$ cat src/rtl/prog_switch_seq.sv
module prog_switch_seq #(
  parameter int DW           = 24,
  parameter int AW           = 15,
  parameter int WAIT_SAMPLES = 580
) (
  input  logic          clk,
  input  logic          rst_n,
  input  logic          chg_req,
  input  logic          smp_stb,
  input  logic          wr_l,
  input  logic          wr_r,
  input  logic [DW-1:0] wr_data,
  output logic          mem_we,
  output logic [AW-1:0] mem_addr,
  output logic          reg_clr,
  output logic          prog_en,
  output logic          run_flag,
  output logic [DW-1:0] out_l,
  output logic [DW-1:0] out_r
);
  localparam int CW = $clog2(WAIT_SAMPLES + 1);
  localparam logic [AW-1:0] LAST = {AW{1'b1}};
  localparam logic [CW-1:0] WLAST = CW'(WAIT_SAMPLES - 1);

  typedef enum logic [1:0] {S_RUN, S_CLR, S_WAIT, S_FIRST} st_t;
  st_t st;
  logic [AW-1:0] addr;
  logic [CW-1:0] wcnt;
  logic          pend;
  logic [DW-1:0] hold_l, hold_r;

  assign mem_we   = (st == S_CLR);
  assign mem_addr = addr;
  assign reg_clr  = (st == S_CLR) && (addr == '0);
  assign prog_en  = (st == S_RUN) || (st == S_FIRST);
  assign run_flag = (st == S_RUN);

  always_ff @(posedge clk) begin
    if (!rst_n) begin
      st     <= S_RUN;
      addr   <= '0;
      wcnt   <= '0;
      pend   <= 1'b0;
      hold_l <= '0;
      hold_r <= '0;
      out_l  <= '0;
      out_r  <= '0;
    end else begin
      if (wr_l) hold_l <= wr_data;
      if (wr_r) hold_r <= wr_data;
      if (chg_req && st != S_RUN) pend <= 1'b1;
      case (st)
        S_RUN: begin
          if (chg_req || pend) begin
            st    <= S_CLR;
            addr  <= '0;
            pend  <= 1'b0;
            out_l <= '0;
            out_r <= '0;
          end else if (smp_stb) begin
            out_l <= hold_l;
            out_r <= hold_r;
          end
        end
        S_CLR: begin
          addr <= addr + 1'b1;
          if (addr == LAST) begin
            st   <= S_WAIT;
            wcnt <= '0;
          end
        end
        S_WAIT: begin
          if (smp_stb) begin
            if (wcnt == WLAST) st <= S_FIRST;
            else wcnt <= wcnt + 1'b1;
          end
        end
        default: begin
          if (smp_stb) st <= S_RUN;
        end
      endcase
    end
  end


  muted_out_chk: assert property (@(posedge clk) disable iff (!rst_n)
    !prog_en |-> (out_l == '0 && out_r == '0));

  clr_pulse_chk: assert property (@(posedge clk) disable iff (!rst_n)
    reg_clr |=> !reg_clr);

  addr_step_chk: assert property (@(posedge clk) disable iff (!rst_n)
    (mem_we && $past(mem_we)) |-> mem_addr == $past(mem_addr) + 1'b1);

  addr_start_chk: assert property (@(posedge clk) disable iff (!rst_n)
    $rose(mem_we) |-> (mem_addr == '0 && reg_clr));

  enable_on_stb_chk: assert property (@(posedge clk) disable iff (!rst_n)
    $rose(prog_en) |-> $past(smp_stb));

  run_on_stb_chk: assert property (@(posedge clk) disable iff (!rst_n)
    $rose(run_flag) |-> ($past(smp_stb) && $past(prog_en)));
endmodule

$ cat config.mk
export PLATFORM = sky130hd
export DESIGN_NAME = prog_switch_seq
export DESIGN_NICKNAME = d
export VERILOG_FILES = /design/src/rtl/prog_switch_seq.sv
export SDC_FILE = /design/constraint.sdc
export NUM_CORES = 1
export LEC_CHECK = 0
export BUFFER_PORTS_ARGS = -buffer_cell sky130_fd_sc_hd__buf_2
export CAP_MARGIN = 20
export CORE_ASPECT_RATIO = 1.5
export CORE_MARGIN = 8
export CORE_UTILIZATION = 30
export CTS_BUF_LIST = sky130_fd_sc_hd__clkbuf_16
export CTS_CLUSTER_DIAMETER = 200
export DETAILED_ROUTE_END_ITERATION = 8
export PLACE_DENSITY = 0.57
export SLEW_MARGIN = 10
export SYNTH_ARGS = -nofsm -noshare
export SYNTH_HDL_FRONTEND = slang
export SYNTH_SLANG_ARGS = --single-unit
$ cat constraint.sdc
create_clock -name clk -period 4.5 [get_ports clk]
set_input_delay 0.675 -clock clk [delete_from_list [all_inputs] [get_ports clk]]
set_output_delay 0.675 -clock clk [all_outputs]
set_load 0.1 [all_outputs]
# Word level (Yosys, flattened, before mapping)
# Cells that the tools add are included.
# Widths: inputs -> output; s select.
# totals
input_bits	30
output_inout_bits	67
regBits	124
# op_classes
n_eq_ne	10
n_reduce_logical	15
n_addsub	2
mux	19
# op_table
cell	n
$mux 24	4
$mux 10	3
$pmux 15 s2	1
$pmux 10 s2	1
$add 15x1->15 const B	1
$eq 15x15->1 const B	1
$logic_not 15->1	1
$mux 15	1
$add 10x1->10 const B	1
$eq 10x10->1 const B	1
$mux 2	5
$reduce_bool 2->1	4
$ne 2x2->1 const B	3
$pmux 2 s3	1
$reduce_and 5->1	1
$eq 2x2->1 const B	2
$ne 2x1->1 const B	2
$reduce_and 2->1	2
$reduce_and 4->1	1
$mux 1	3
$reduce_bool 3->1	1
$eq 2x1->1 const B	1
$logic_and 1x1->1	2
$logic_not 2->1	1
$logic_or 1x1->1	2

# Depth between registers and ports, before layout
# Gate-level depths: netlist of the first run.
# depth
ltp_word	5
depth_mapped	9
depth_no_buf	7

# Least setup slack after synthesis of the first run
# No wires, ideal clock.
# synth_timing
path_type	register -> output
start	register st[1]
end	output reg_clr
path_buffers	0
arrival_time_ns	3.070
stages_incl_launch_ff	7
setup_slack_ns	0.755
path_cell_list	dfxtp_1 -> inv_1 -> ha_1 -> inv_1 -> nor4_1 -> nand2_1 -> nor2_1
# synth_via
elab_chain_len	2
# synth_rtl
item	line	source
start, declared	26	st_t st;
start signal, assigned	40	st <= S_RUN;
start signal, assigned	55	st <= S_CLR;
start signal, assigned	68	st <= S_WAIT;
$eq 2x1->1	-	
named net mem_we	13	output logic mem_we,
$logic_and 1x1->1	34	assign reg_clr = (st == S_CLR) && (addr == '0);
end, declared	15	output logic reg_clr,
# The timed path passes the listed nets, and every way through them passes these cells.

# Worst setup path in the final report of the first run
# layout_timing
start	register st[1]
end	output reg_clr
# layout_via
elab_chain_len	2
# layout_rtl
item	line
$eq 2x1->1	34
$logic_and 1x1->1	34
# No other way between the ends.

==> reports/qor.yml, run 1 <==
logic_synthesis:
  async_flop_share_pct: 0
  syn_area_um2: 4790
  synth.distinct_cells: 39
  synth_warnings: 0
  seq_area_frac_synth_pct: 51.9
  synth_ff_type: "dfxtp_1"
  netlist_instances: 507
  synth-edff-count: 0
  syn_area_per_cell_um2: 9.44
  ys_ff_latch: 124
  synthesis.nets: 544
layout:
  antenna_cells: 0
  syn2layout_area_growth_pct: 27.1
  fin_cells: 808
  nNetsFinal: 630
  finalCoreUtilization_pct: 38.9
  drive_gt1_share_pct: 23.0
  design_area_um2: 6080
timing:
  relSlewSlack_pct: 40.1
  setup_violations: 0
  period_minus_slack_ns: 2.73
  fmax_mhz: 366
  rsz0062_at_grt: "false"
  skew_ns: 0.00754
  hold_slack_ns: 0.492
  finalCritPeriodShare_pct: 60.7
  setup_ws_ns: 1.77
  fin_tns_setup_ns: 0
  slew_violations: 0
  hold_viol_final: 0
  worst_pin_slew_ns: 0.895
floorplan:
  initial_core_util_pct: 30.6
  io_pins: 97
  core_area_um2: 15600
  die_area_um2: 20300
  die_h_um: 171
  fp.dieW_um: 119
  rows: 56
critical_path:
  arrival_ns: 2.05
  cp-start-kind: "flop"
  path_max_fanout: 6
  worstPathRequired_ns: 3.83
  worstSetupEndpointType: "output port"
  timing_worst_setup_path_type: "reg2out"
grt:
  grt_antenna_before_repair: 0
  grt_max_degree: 57
  grt_usage_pct: 12.5
  grt_pass1_vias: 4147
  grt_overflow: 0
  grt_pass1_wl_um: 20600
pwr:
  total_power_mw: 3.50
  p_leak_nw: 2.58
  power_density_nw_per_um2: 575
  vdd_ir_drop_max_mv: 0.343
placement:
  io_buffer_count: 96
  gp_congestion: 0.802
  place_area_um2: 5440
  dp.final_hpwl_um: 8640
  post-place-ws_ns: 1.78
  dp_cells: 777
job:
  maxCapViolCount: 0
routing:
  wl_um: 12500
  dr.pass1.iters: 4
  via_per_inst: 4.91
  vias: 3970
  drt-initial-drc-count: 270
  ant_nets: 0
  drc: 0
  wl_per_cell_um: 15.5
clocking:
  cts_tree: "yes"
  post_cts_buffers: 0
  post_cts_resize_count: 0
  root_buffer: "clkbuf_16"
  clock_latency_ns: 0.40
  cts_hold_buf: 0
  ctsHtreeMaxLevel: 4
  cts.sinks: 124
  clk_pin_slew_ns: 0.06
  clk_path_buf_depth: 2
  numCtsBuffers: 17
hold_path:
  hold_path_class: "reg2reg"
run_status:
  status: "finished, final reports clean"
-- final cells by class --
class / count / area, µm²
clock inverters: 14 / 220
repair buffers: 99 / 503
inverters: 14 / 53.8
well taps: 203 / 254
multi-input cells: 337 / 2150
fillers: 1593 / 9540
flip-flops and latches: 124 / 2480
clock buffers: 17 / 425
-- cells in the final DEF (no fill, tap or decap), types with 5 or more instances in the layout --
| cell | Yosys | layout |
|---|---|---|
| bufinv_16 | 0 | 5 |
| o21ai_0 | 8 | 8 |
| nor2_1 | 120 | 119 |
| inv_1 | 14 | 13 |
| nand4_1 | 9 | 9 |
| buf_2 | 3 | 96 |
| a22oi_1 | 48 | 48 |
| nor3_1 | 5 | 5 |
| nand2_1 | 9 | 9 |
| or4_1 | 7 | 7 |
| xnor2_1 | 10 | 10 |
| o31ai_1 | 9 | 8 |
| nand3_1 | 10 | 10 |
| a21oi_1 | 14 | 14 |
| ha_1 | 7 | 7 |
| nor4_1 | 7 | 7 |
| mux2i_1 | 48 | 48 |
| dfxtp_1 | 124 | 124 |
| clkbuf_16 | 0 | 17 |
-- power by group --
| group | switching [mW] | total (mW) | internal, mW |
|---|---|---|---|
| sequential | 0.0359 | 1.19 | 1.16 |
| clock | 0.499 | 1.48 | 0.982 |
| combinational | 0.658 | 0.829 | 0.171 |
-- cell usage after synthesis (2+ instances only) --
master	number	area, µm²
mux2i_1	48	480
inv_1	14	52.6
dfxtp_1	124	2480
and2_1	2	12.5
a21oi_1	14	70.1
a211oi_1	2	15.0
nand4_1	9	56.3
clkbuf_1	25	93.8
nand3_1	10	50.1
a31o_2	2	17.5
xnor2_1	10	87.6
ha_1	7	87.6
nor3_1	5	25.0
buf_2	3	15.0
nor4_1	7	43.8
o21ai_0	8	40.0
a22oi_1	48	360
or4_1	7	52.6
nor2_1	120	450
o31ai_1	9	67.6
and3_1	2	12.5
buf_1	3	11.3
nand2_1	9	33.8
or3_1	4	25.0
-- state kept, by name, indices dropped and copies added, names as in the netlist --
register  cells
wcnt         10
hold_l       24
out_l        24
st            2
out_r        24
mem_addr     15
hold_r       24
pend          1
-- worst paths after layout --
path / depth (start not counted) / slack [ns] / start / endpoint
max: 7 / 1.77 / st[1]$_SDFFE_PN0P_ / reg_clr
min: 2 / 0.49 / out_l[1]$_SDFFE_PN0P_ / out_l[1]$_SDFFE_PN0P_
max reg2reg: 7 / 1.78 / st[0]$_SDFFE_PN0P_ / out_l[11]$_SDFFE_PN0P_
min reg2reg: 2 / 0.49 / out_l[1]$_SDFFE_PN0P_ / out_l[1]$_SDFFE_PN0P_
-- logic make-up after synthesis --
| kind of cell | after synthesis | synth area share, % |
|---|---|---|
| muxes | 48 | 10.0 |
| adders and majority gates | 7 | 1.83 |
| DFF | 124 | 51.9 |
| buffers and inverters | 46 | 3.76 |
| and+or+nand+nor | 183 | 17.6 |
| xor gates and xnor gates | 10 | 1.83 |
| AOI/OAI and AO/OA | 89 | 13.0 |
-- metal layers --
metal  part of all wire (%)  vias to the layer above  routed length, µm  GRT usage (%)
met4                    1.4                        0                177           5.80
met5                      0                        -                  0              0
met2                     50                       98               6240           21.6
met1                     42                     1893               5310           13.1
li1                       -                     1964                  -              -
met3                    6.4                       15                807           4.65
-- worst max-delay path: stages, from the launching register on --
cell     delay [ns]
dfxtp_1        0.33
inv_1          0.09
ha_1           0.24
inv_1          0.16
nor4_1         0.23
nand2_1        0.09
nor2_1         0.10
buf_2          0.43
Power figures use the tool's default switching activity.
==> inputs of run 2 (changes only) <==
- PLACE_DENSITY: 0.57 -> 0.59
- clock period: 4.5 -> 2.25 ns (I/O delays scaled with it)
==> run 2 against run 1 <==
  * Wire length is 0.92% higher
  * Hold slack worse by 0.31 ns
  * Critical path depth stayed put
  * Highest routed layer unchanged
  * Largest cell class unchanged
==> reports/qor.yml, run 2 (synthesis gave the netlist of run 1 again) <==
routing:
  ant_nets: 0
  via_per_inst: 4.98
  wl_per_cell_um: 15.5
  vias: 4065
  drc: 0
  drt-initial-drc-count: 260
  wl_um: 12700
  dr.pass1.iters: 4
clocking:
  numCtsBuffers: 17
  clk_pin_slew_ns: 0.06
  root_buffer: "clkbuf_16"
  cts_hold_buf: 0
  post_cts_buffers: 0
  post_cts_resize_count: 0
  clk_path_buf_depth: 2
  cts_tree: "yes"
  clock_latency_ns: 0.41
  cts.sinks: 124
  ctsHtreeMaxLevel: 4
grt:
  grt_max_degree: 71
  grt_antenna_before_repair: 0
  grt_pass1_wl_um: 20600
  grt_overflow: 0
  grt_pass1_vias: 4116
  grt_usage_pct: 12.5
critical_path:
  crit_family: "simple AND/OR/NAND/NOR gates"
  max_stage_delay_ns: 0.34
  cp-start-kind: "flop"
  worstPathRequired_ns: 1.91
  crit_chain: "inv_2, ha_4, inv_1, nor4_1, nand2_1, nor2_4, buf_12"
  cp.buffers_inverters: 3
  worstSetupEndpointType: "output port"
  timing_worst_setup_path_type: "reg2out"
  path_max_fanout: 6
  crit_slowest_cell: "dfxtp_1"
  arrival_ns: 1.82
floorplan:
  fp.dieW_um: 119
  die_area_um2: 20300
  die_h_um: 171
  core_area_um2: 15600
  rows: 56
  initial_core_util_pct: 30.6
  io_pins: 97
hold_path:
  hold_path_class: "in2reg"
timing:
  hold_viol_final: 0
  rsz0062_at_grt: "false"
  relSlewSlack_pct: 59.4
  finalCritPeriodShare_pct: 96.1
  fin_tns_setup_ns: 0
  worst_pin_slew_ns: 0.609
  fmax_mhz: 463
  period_minus_slack_ns: 2.16
  slew_violations: 0
  hold_slack_ns: 0.184
  skew_ns: 0.0107
  setup_ws_ns: 0.0883
  setup_violations: 0
placement:
  place_area_um2: 5600
  post-place-ws_ns: 0.109
  dp.final_hpwl_um: 8540
  gp_congestion: 0.810
  io_buffer_count: 96
pwr:
  vdd_ir_drop_max_mv: 1.14
  p_leak_nw: 2.60
  power_density_nw_per_um2: 1090
layout:
  final_common_cell: "nor2_1"
  nNetsFinal: 638
  finalCoreUtilization_pct: 39.4
  layout_common_cells: "nor2_1 (118), dfxtp_1 (108), buf_2 (95)"
  design_area_um2: 6150
  drive_gt1_share_pct: 27.5
  syn2layout_area_growth_pct: 28.5
  antenna_cells: 0
job:
  maxCapViolCount: 0
run_status:
  status: "finished, final reports clean"
==> run 2: changes by cell type in the layout (fill, tap and decap cells not counted), moves of 3 or more <==
| cell | change |
|---|---|
| buf_12 | +3 |
| buf_4 | +6 |
| bufinv_16 | -5 |
| dfxtp_1 | -16 |
| dfxtp_2 | +14 |
| inv_6 | +6 |
==> run 2: cell type report <==
cell class,instances,area (µm²)
clock inverter,15,126
clock buffer,17,425
multi-input combinational,337,2180
fill,1601,9470
inverter,14,53.8
tap,203,254
timing repair buffer,107,603
sequential,124,2510
==> run 2: final timing paths <==
kind / from / endpoint / slack, ns / cells after the start
max: st[1]$_SDFFE_PN0P_ / reg_clr / 0.09 / 7
min: wr_data[4] / hold_l[4]$_SDFFE_PN0P_ / 0.18 / 3
max reg2reg: st[0]$_SDFFE_PN0P_ / mem_addr[5]$_SDFFE_PN0P_ / 0.18 / 7
min reg2reg: wcnt[9]$_SDFFE_PN0P_ / wcnt[9]$_SDFFE_PN0P_ / 0.49 / 2
==> run 2: where the power goes <==
group          total, mW  internal, mW  switching [mW]
Combinational       1.79         0.449            1.35
Sequential          2.39          2.31          0.0757
Clock               2.53          1.44            1.09
Total               6.71          4.20            2.51
==> run 2: per-layer routing <==
metal  track usage, %  routed length, µm  share of wire, %  vias to the layer above
met5                0                  0                 0                        -
met4             5.85                238               1.9                        0
met3             4.52                707               5.6                       15
met2             21.6               6440                51                       96
met1             13.2               5270                42                     1976
li1                 -                  -                 -                     1978
==> run 2: worst reg2reg max path, cell delays in order (launching register included) <==
cell     delay (ns)
dfxtp_2        0.36
inv_1          0.10
ha_4           0.21
nor3b_1        0.15
or4_1          0.51
buf_4          0.19
or3_1          0.34
a21oi_1        0.14
==> run 2: through the flow <==
step,cells,power [mW]
final,817,6.71
after global routing,817,7.02
after CTS,817,6.78
after detailed placement,785,4.23
after global placement,785,4.18
after floorplan,507,3.80
==> inputs of run 3 (changes only) <==
- CTS_CLUSTER_SIZE: not set -> 24
- PLACE_DENSITY: 0.59 -> 0.57
- REMOVE_ABC_BUFFERS: not set -> 1
- clock period: 2.25 -> 2.09 ns (I/O delays scaled with it)
==> run 3 against run 2 <==
  * Core utilization up 1.9 points
  * Clock power up 26%
  * Via count up 1.1%
  * Critical endpoint unchanged
  * Cell count up 2.4%
  * Combinational power up 15%
  * Sequential power up 8%
  * First-iteration DRC count down 43%
  * Highest routed layer unchanged
  * Non-clock buffer count up 21
  * Setup slack worse by 0.033 ns
  * Hold slack worse by 0.018 ns
==> reports/qor.yml, run 3 (synthesis gave the netlist of run 1 again) <==
floorplan:
  io_pins: 97
  die_area_um2: 20300
  core_area_um2: 15600
  initial_core_util_pct: 30.6
  rows: 56
  fp.dieW_um: 119
  die_h_um: 171
hold_path:
  hp-start: "wr_data[19]"
  hold_path_class: "in2reg"
  min_to: "hold_r[19]$_SDFFE_PN0P_"
  hold_path_depth: 3
run_status:
  status: "finished, final reports clean"
critical_path:
  r2r-end: "mem_addr[5]$_SDFFE_PN0P_"
  r2r_slack_ns: 0.07
  arrival_ns: 1.72
  reg2reg_from: "st[0]$_SDFFE_PN0P_"
  r2r_cells: 7
  cp-start-kind: "flop"
  path_max_fanout: 3
  worstPathRequired_ns: 1.78
  timing_worst_setup_path_type: "reg2out"
  worstSetupEndpointType: "output port"
timing:
  skew_ns: 0.0140
  slew_violations: 0
  setup_violations: 0
  finalCritPeriodShare_pct: 97.4
  fin_tns_setup_ns: 0
  hold_viol_final: 0
  period_minus_slack_ns: 2.04
  worst_pin_slew_ns: 1.02
  setup_ws_ns: 0.0549
  relSlewSlack_pct: 32.3
  fmax_mhz: 491
  rsz0062_at_grt: "true"
routing:
  wl_um: 12300
  via_per_inst: 4.91
  vias: 4110
  drt-initial-drc-count: 148
  drc: 0
  wl_per_cell_um: 14.7
  ant_nets: 0
  dr.pass1.iters: 4
grt:
  grt_max_degree: 70
  grt_antenna_before_repair: 0
  grt_pass1_wl_um: 19900
  grt_pass1_vias: 4097
  grt_overflow: 0
  grt_usage_pct: 11.9
layout:
  drive_gt1_share_pct: 28.9
  antenna_cells: 0
  syn2layout_area_growth_pct: 34.7
  nNetsFinal: 659
  layout_common_cells: "dfxtp_1 (122), nor2_1 (118), buf_2 (95)"
  final_common_cell: "dfxtp_1"
  fin_cells: 837
  fill_cells: 1551
placement:
  dp.final_hpwl_um: 8600
  post-place-ws_ns: -0.00594
  dp_cells: 803
  gp_congestion: 0.806
  io_buffer_count: 96
clocking:
  cts_tree: "yes"
  cts_hold_buf: 0
  ctsHtreeMaxLevel: 4
  clock_latency_ns: 0.40
  clk_path_buf_depth: 2
  root_buffer: "clkbuf_16"
  cts.sinks: 124
  clk_pin_slew_ns: 0.06
  numCtsBuffers: 17
pwr:
  power_density_nw_per_um2: 1220
  p_leak_nw: 2.77
  vdd_ir_drop_max_mv: 0.802
job:
  maxCapViolCount: 0
run 3: worst max-delay path by stage:
stage                       start                         to  slack [ns]
2_1_floorplan  st[0]$_SDFFE_PN0P_      out_l[0]$_SDFFE_PN0P_       -1.79
3_3_place_gp   st[0]$_SDFFE_PN0P_  mem_addr[11]$_SDFFE_PN0P_        0.04
3_5_place_dp   st[0]$_SDFFE_PN0P_   mem_addr[5]$_SDFFE_PN0P_      -0.006
4_1_cts        st[1]$_SDFFE_PN0P_                    reg_clr       0.006
5_1_grt        st[1]$_SDFFE_PN0P_                    reg_clr       -0.02
6_report       st[1]$_SDFFE_PN0P_                    reg_clr        0.05
run 3: cell type report:
cell class | instances | area (µm²) | share of cell area (%)
Timing Repair Buffer | 128 | 777 | 12.1
Sequential cell | 124 | 2490 | 38.6
Multi-Input combinational cell | 337 | 2230 | 34.5
Inverter | 14 | 58.8 | 0.912
Clock buffer | 17 | 425 | 6.60
Tap cell | 203 | 254 | 3.94
Clock inverter | 14 | 219 | 3.40
run 3: stage by stage:
stage / power [mW] / hold slack (ns) / area (µm²) / util, %
2_1_floorplan: 3.93 / 0.452 / 4660 / -
3_3_place_gp: 4.52 / 0.473 / 5690 / 36.4
3_5_place_dp: 4.58 / 0.477 / 5690 / 36.4
4_1_cts: 7.84 / 0.144 / 6350 / 40.7
5_1_grt: 8.18 / 0.168 / 6450 / 41.3
6_report: 7.83 / 0.166 / 6450 / 41.3
run 3: worst max-delay path, cell delays in order (launching register included):
cell and delay, ns:
dfxtp_2 0.34, inv_4 0.07, ha_4 0.15, clkinvlp_4 0.11, nor4_2 0.22, nand2_1 0.10
nor2_2 0.14, buf_12 0.19
run 3: what timing repair did:
| action | 4_1_cts | 5_1_grt |
|---|---|---|
| setup endpoints to repair | 3 | 15 |
| hold endpoints to repair | 0 | 0 |
| cloned | 0 | 0 |
| pin swaps | 0 | 7 |
| resized for setup | 7 | 14 |
| buffers inserted | 0 | 3 |
run 3: layer usage:
layer  up-vias  wire (µm)  GRT usage (%)
li1       2015          -              -
met1      2003       4980           12.1
met2        84       6620           21.9
met3         8        618           4.22
met4         0        112           4.14
met5         -          0              0
run 3: report_power, final:
part | internal [mW] | switching, mW
clock network | 2.12 | 1.08
logic | 0.584 | 1.48
registers | 2.49 | 0.0804
